==> config.mk <==
export PLATFORM = sky130hd
export DESIGN_NAME = fwd_select_unit
export DESIGN_NICKNAME = d
export VERILOG_FILES = /design/src/rtl/fwd_select_unit.sv
export SDC_FILE = /design/constraint.sdc
export NUM_CORES = 1
export LEC_CHECK = 0
export BUFFER_PORTS_ARGS = -buffer_cell sky130_fd_sc_hd__buf_2
export CAP_MARGIN = 40
export CORE_AREA = 3 3 114 116
export DETAILED_ROUTE_END_ITERATION = 6
export DIE_AREA = 0 0 117 119
export SETUP_SLACK_MARGIN = 0.3
export SYNTH_ARGS = -nofsm -noshare
export SYNTH_HDL_FRONTEND = slang
export SYNTH_SLANG_ARGS = --single-unit
==> constraint.sdc <==
create_clock -name vclk -period 2.4
set_clock_uncertainty 0.15 [all_clocks]
set_input_delay 0.12 -clock vclk [all_inputs]
set_output_delay 0.12 -clock vclk [all_outputs]
set_load 0.01 [all_outputs]
==> src/rtl/fwd_select_unit.sv <==
module fwd_select_unit #(
  parameter int XLEN       = 32,
  parameter int STATUS_REG = 30
) (
  input  logic [31:0]     dx_inst,
  input  logic [31:0]     xm_inst,
  input  logic [31:0]     mw_inst,
  input  logic            xm_store,
  input  logic            xm_branch,
  input  logic            xm_setst,
  input  logic            xm_ovf,
  input  logic            mw_store,
  input  logic            mw_branch,
  input  logic            mw_setst,
  input  logic            mw_ovf,
  input  logic [XLEN-1:0] xm_result,
  input  logic [XLEN-1:0] wb_data,
  input  logic [XLEN-1:0] rf_a,
  input  logic [XLEN-1:0] rf_b,
  output logic [1:0]      sel_a,
  output logic [1:0]      sel_b,
  output logic [XLEN-1:0] op_a,
  output logic [XLEN-1:0] op_b
);

  localparam logic [1:0] SEL_XM   = 2'd0;
  localparam logic [1:0] SEL_WB   = 2'd1;
  localparam logic [1:0] SEL_RF   = 2'd2;
  localparam logic [1:0] SEL_ZERO = 2'd3;
  localparam logic [4:0] STAT     = 5'(STATUS_REG);

  logic [4:0] src_a, src_b, xm_dst, mw_dst;
  logic       xm_live, mw_live;
  logic       a_xm, a_mw, b_xm, b_mw;

  // operand fields of the instruction being executed
  assign src_a = dx_inst[21:17];
  assign src_b = (dx_inst[31:27] == 5'b00000) ? dx_inst[16:12] : dx_inst[26:22];

  // destination redirection to the status register
  assign xm_dst = (xm_setst || xm_ovf) ? STAT : xm_inst[26:22];
  assign mw_dst = (mw_setst || mw_ovf) ? STAT : mw_inst[26:22];

  // a stage can forward only with a real, nonzero destination
  assign xm_live = !xm_store && !xm_branch && (xm_dst != 5'd0);
  assign mw_live = !mw_store && !mw_branch && (mw_dst != 5'd0);

  assign a_xm = xm_live && (src_a == xm_dst);
  assign a_mw = mw_live && (src_a == mw_dst);
  assign b_xm = xm_live && (src_b == xm_dst);
  assign b_mw = mw_live && (src_b == mw_dst);

  // priority encoders, newest stage first
  assign sel_a = a_xm ? SEL_XM : (a_mw ? SEL_WB : SEL_RF);
  assign sel_b = b_xm ? SEL_XM : (b_mw ? SEL_WB : SEL_RF);

  // operand muxes
  always_comb begin
    unique case (sel_a)
      SEL_XM:   op_a = xm_result;
      SEL_WB:   op_a = wb_data;
      SEL_RF:   op_a = rf_a;
      SEL_ZERO: op_a = '0;
      default:  op_a = '0;
    endcase
    unique case (sel_b)
      SEL_XM:   op_b = xm_result;
      SEL_WB:   op_b = wb_data;
      SEL_RF:   op_b = rf_b;
      SEL_ZERO: op_b = '0;
      default:  op_b = '0;
    endcase
  end

endmodule


==> summary.txt <==
Placed design
  • DP HPWL: ~8400 um
  • DP Area: 3929 um2
  • Global placement routability congestion: about 0.85
  • Input/output buffers: between 200 and 250

Pwr
  • Lkg Pwr: between 2 and 2.5 nW
  • Tot Pwr: a little over 600 uW
  • VDD IR max: around 0.000067 V
  • Clock share of power: 0
  • Pwr Density: ~140 nW/um2
  • Internal: around 350 uW
  • Gate power share: 1.000
  • P_sw: between 200 and 300 uW
  • Net Sw Frac: 0.4189
  • Sequential Power Share: 0

Timing
  • Fin. Hold Viols: 0
  • Final worst setup slack: -0.3696 ns
  • Relative slew slack: 0.6322
  • Final Hold Slack: ~0.4 ns
  • Final setup violation count: 66
  • Final slew viol count: 0
  • RSZ-0062 raised after global routing: true
  • Total Neg Setup Slack: -18.51 ns
  • Worst Tran Pin Value: 0.5517 ns
  • Fmax: around 0.36 GHz
  • Fin crit share: 1.154
  • Min Tclk post-route: about 2.8 ns

Drt
  • DR pass1 iterations: 4
  • Routed wire per std cell: between 15 and 20 um
  • Final wirelength: 10960 um
  • Initial DRC Count: slightly above 80
  • Total number of vias: 3167
  • Post-DRT Antenna Nets: 0
  • Drt drc: 0
  • Vias per std cell: about 4.7

Finish
  • Reg area: 0 um2
  • Seq cells: 0
  • Area Growth Syn to Fin: 108.2%
  • # diodes: 0
  • Fin util: 0.3751
  • # nets final: between 700 and 800
  • Fill count: roughly 1200
  • Fin area: between 4000 and 5000 um2
  • Number of clock buffers in the layout: 0
  • Ratio of cells with drive above 1 in the final layout: 0.7617

Critical path
  • CP required: approximately 2.1 ns
  • Critical Path AT: 2.50 ns
  • Startpoint class of the critical path: input port
  • Crit end category: output port
  • Critical path type: input port to output port
  • Critical-path maximum fanout: 11

Global routing
  • Vias in the first global route: between 3000 and 4000
  • Total Routing Usage GR: 0.1363
  • First-pass GRT wire length: 15360 um
  • Largest net degree at the start of global routing: 41
  • Grt ovf: 0
  • Initial antenna violation count: 0

Floorplan
  • Starting Density: 0.1802
  • Rows: 40
  • Die Ht: ~120 um
  • Die Area: about 14000 um2
  • Ports: 300
  • Core box area: 12010 um2
  • Die Span X: approximately 120 um

Synthesis
  • Synth unique cells: 46
  • Syn nets: ~500
  • Yosys warnings: 0
  • Post-Syn Area per Cell: 7.758 um2
  • Cells after synthesis: ~280
  • Commonest cells in the synthesized netlist: 43 x nor2_1, 38 x a21oi_1, 37 x mux2_2
  • Most frequent cell after synthesis: nor2_1
  • Synth top area share: 0.1925
  • Yosys top cell by area: mux2_2
  • Register area share after synthesis: 0
  • Top post-synthesis cells by area: mux2_2 19%, mux2i_1 16%, mux2_4 14%, a21oi_1 8.8%, nor2_1 7.5%
  • Post-Syn Area: 2165 um2

Outcome
  • Failing checks: negative setup slack
  • Status: complete, but fails checks

CTS
  • Hold Buf Count CTS: 0

Worst hold path
  • Hold crit path type: input port to output port

Flow run
  • Max Cap Violations: 0
## placed cells by master, fill, tap and decap left out, drive strengths merged, types with 4 or more instances in the layout
cell and instances:
mux2i 35, o21ai 4, and3 4, or3 4, xor2 7, nor2 43
nand2 10, nor4 5, mux2 65, buf 274, a21oi 38, nor3 6
## timing repair
action / in CTS / in global routing
gates resized for setup: 62 / 14
pin swaps: 1 / 2
endpoints found under the setup margin: 68 / 68
cloned: 5 / 1
setup buffers: 3 / 6
## kinds of logic (layout without fill, tap and decap cells)
family	Yosys count	after routing	synth area share
compound gates	64	64	0.1844
xor+xnor	7	7	0.02832
buf+inv	23	277	0.06358
mux	100	100	0.5347
simple gates	85	85	0.1890
## worst max-delay path, cell delays in order
cell,delay (ns)
buf_6,0.10
nor3_4,0.25
a21boi_2,0.09
or3_4,0.38
a31o_4,0.23
a211oi_4,0.25
buf_4,0.17
buf_12,0.15
mux2_1,0.33
mux2_4,0.26
buf_2,0.14
## power by group through the flow
stage / Clock [mW] / Sequential (mW) / Combinational (mW)
2_1_floorplan: 0 / 0 / 0.253
3_5_place_dp: 0 / 0 / 0.536
4_1_cts: 0 / 0 / 0.597
5_1_grt: 0 / 0 / 0.656
6_report: 0 / 0 / 0.610
3_3_place_gp: 0 / 0 / 0.525
## final timing paths
path	startpoint	endpoint	slack, ns	cells past startpoint
setup / recovery	dx_inst[30]	op_b[30]	-0.37	11
hold / removal	xm_result[16]	op_b[16]	0.40	3
## area by class of cell
cell class	count	area, um2	area share
inverter	2	7.507	0.001666
multi-input combinational	256	2416	0.5362
tap	147	183.9	0.04082
timing repair buffer	275	1898	0.4213
## stage by stage
| stage | setup WS, ns | std cells |
|---|---|---|
| after floorplan | -0.06623 | 279 |
| after CTS | -0.3678 | 673 |
| after detailed placement | -0.4442 | 665 |
| final | -0.3696 | 680 |
| after global placement | -0.3830 | 665 |
| after global routing | -0.4674 | 680 |
## routing by layer
metal | up-vias | part of all wire | track usage | wire length (um)
li1 | 1553 | - | - | -
met1 | 1453 | 0.38 | 0.1547 | 4210
met2 | 153 | 0.54 | 0.2781 | 5893
met3 | 8 | 0.071 | 0.01118 | 777
met4 | 0 | 0.0069 | 0.008602 | 76
met5 | - | 0 | 0 | 0
(Power assumes the default switching activity.)
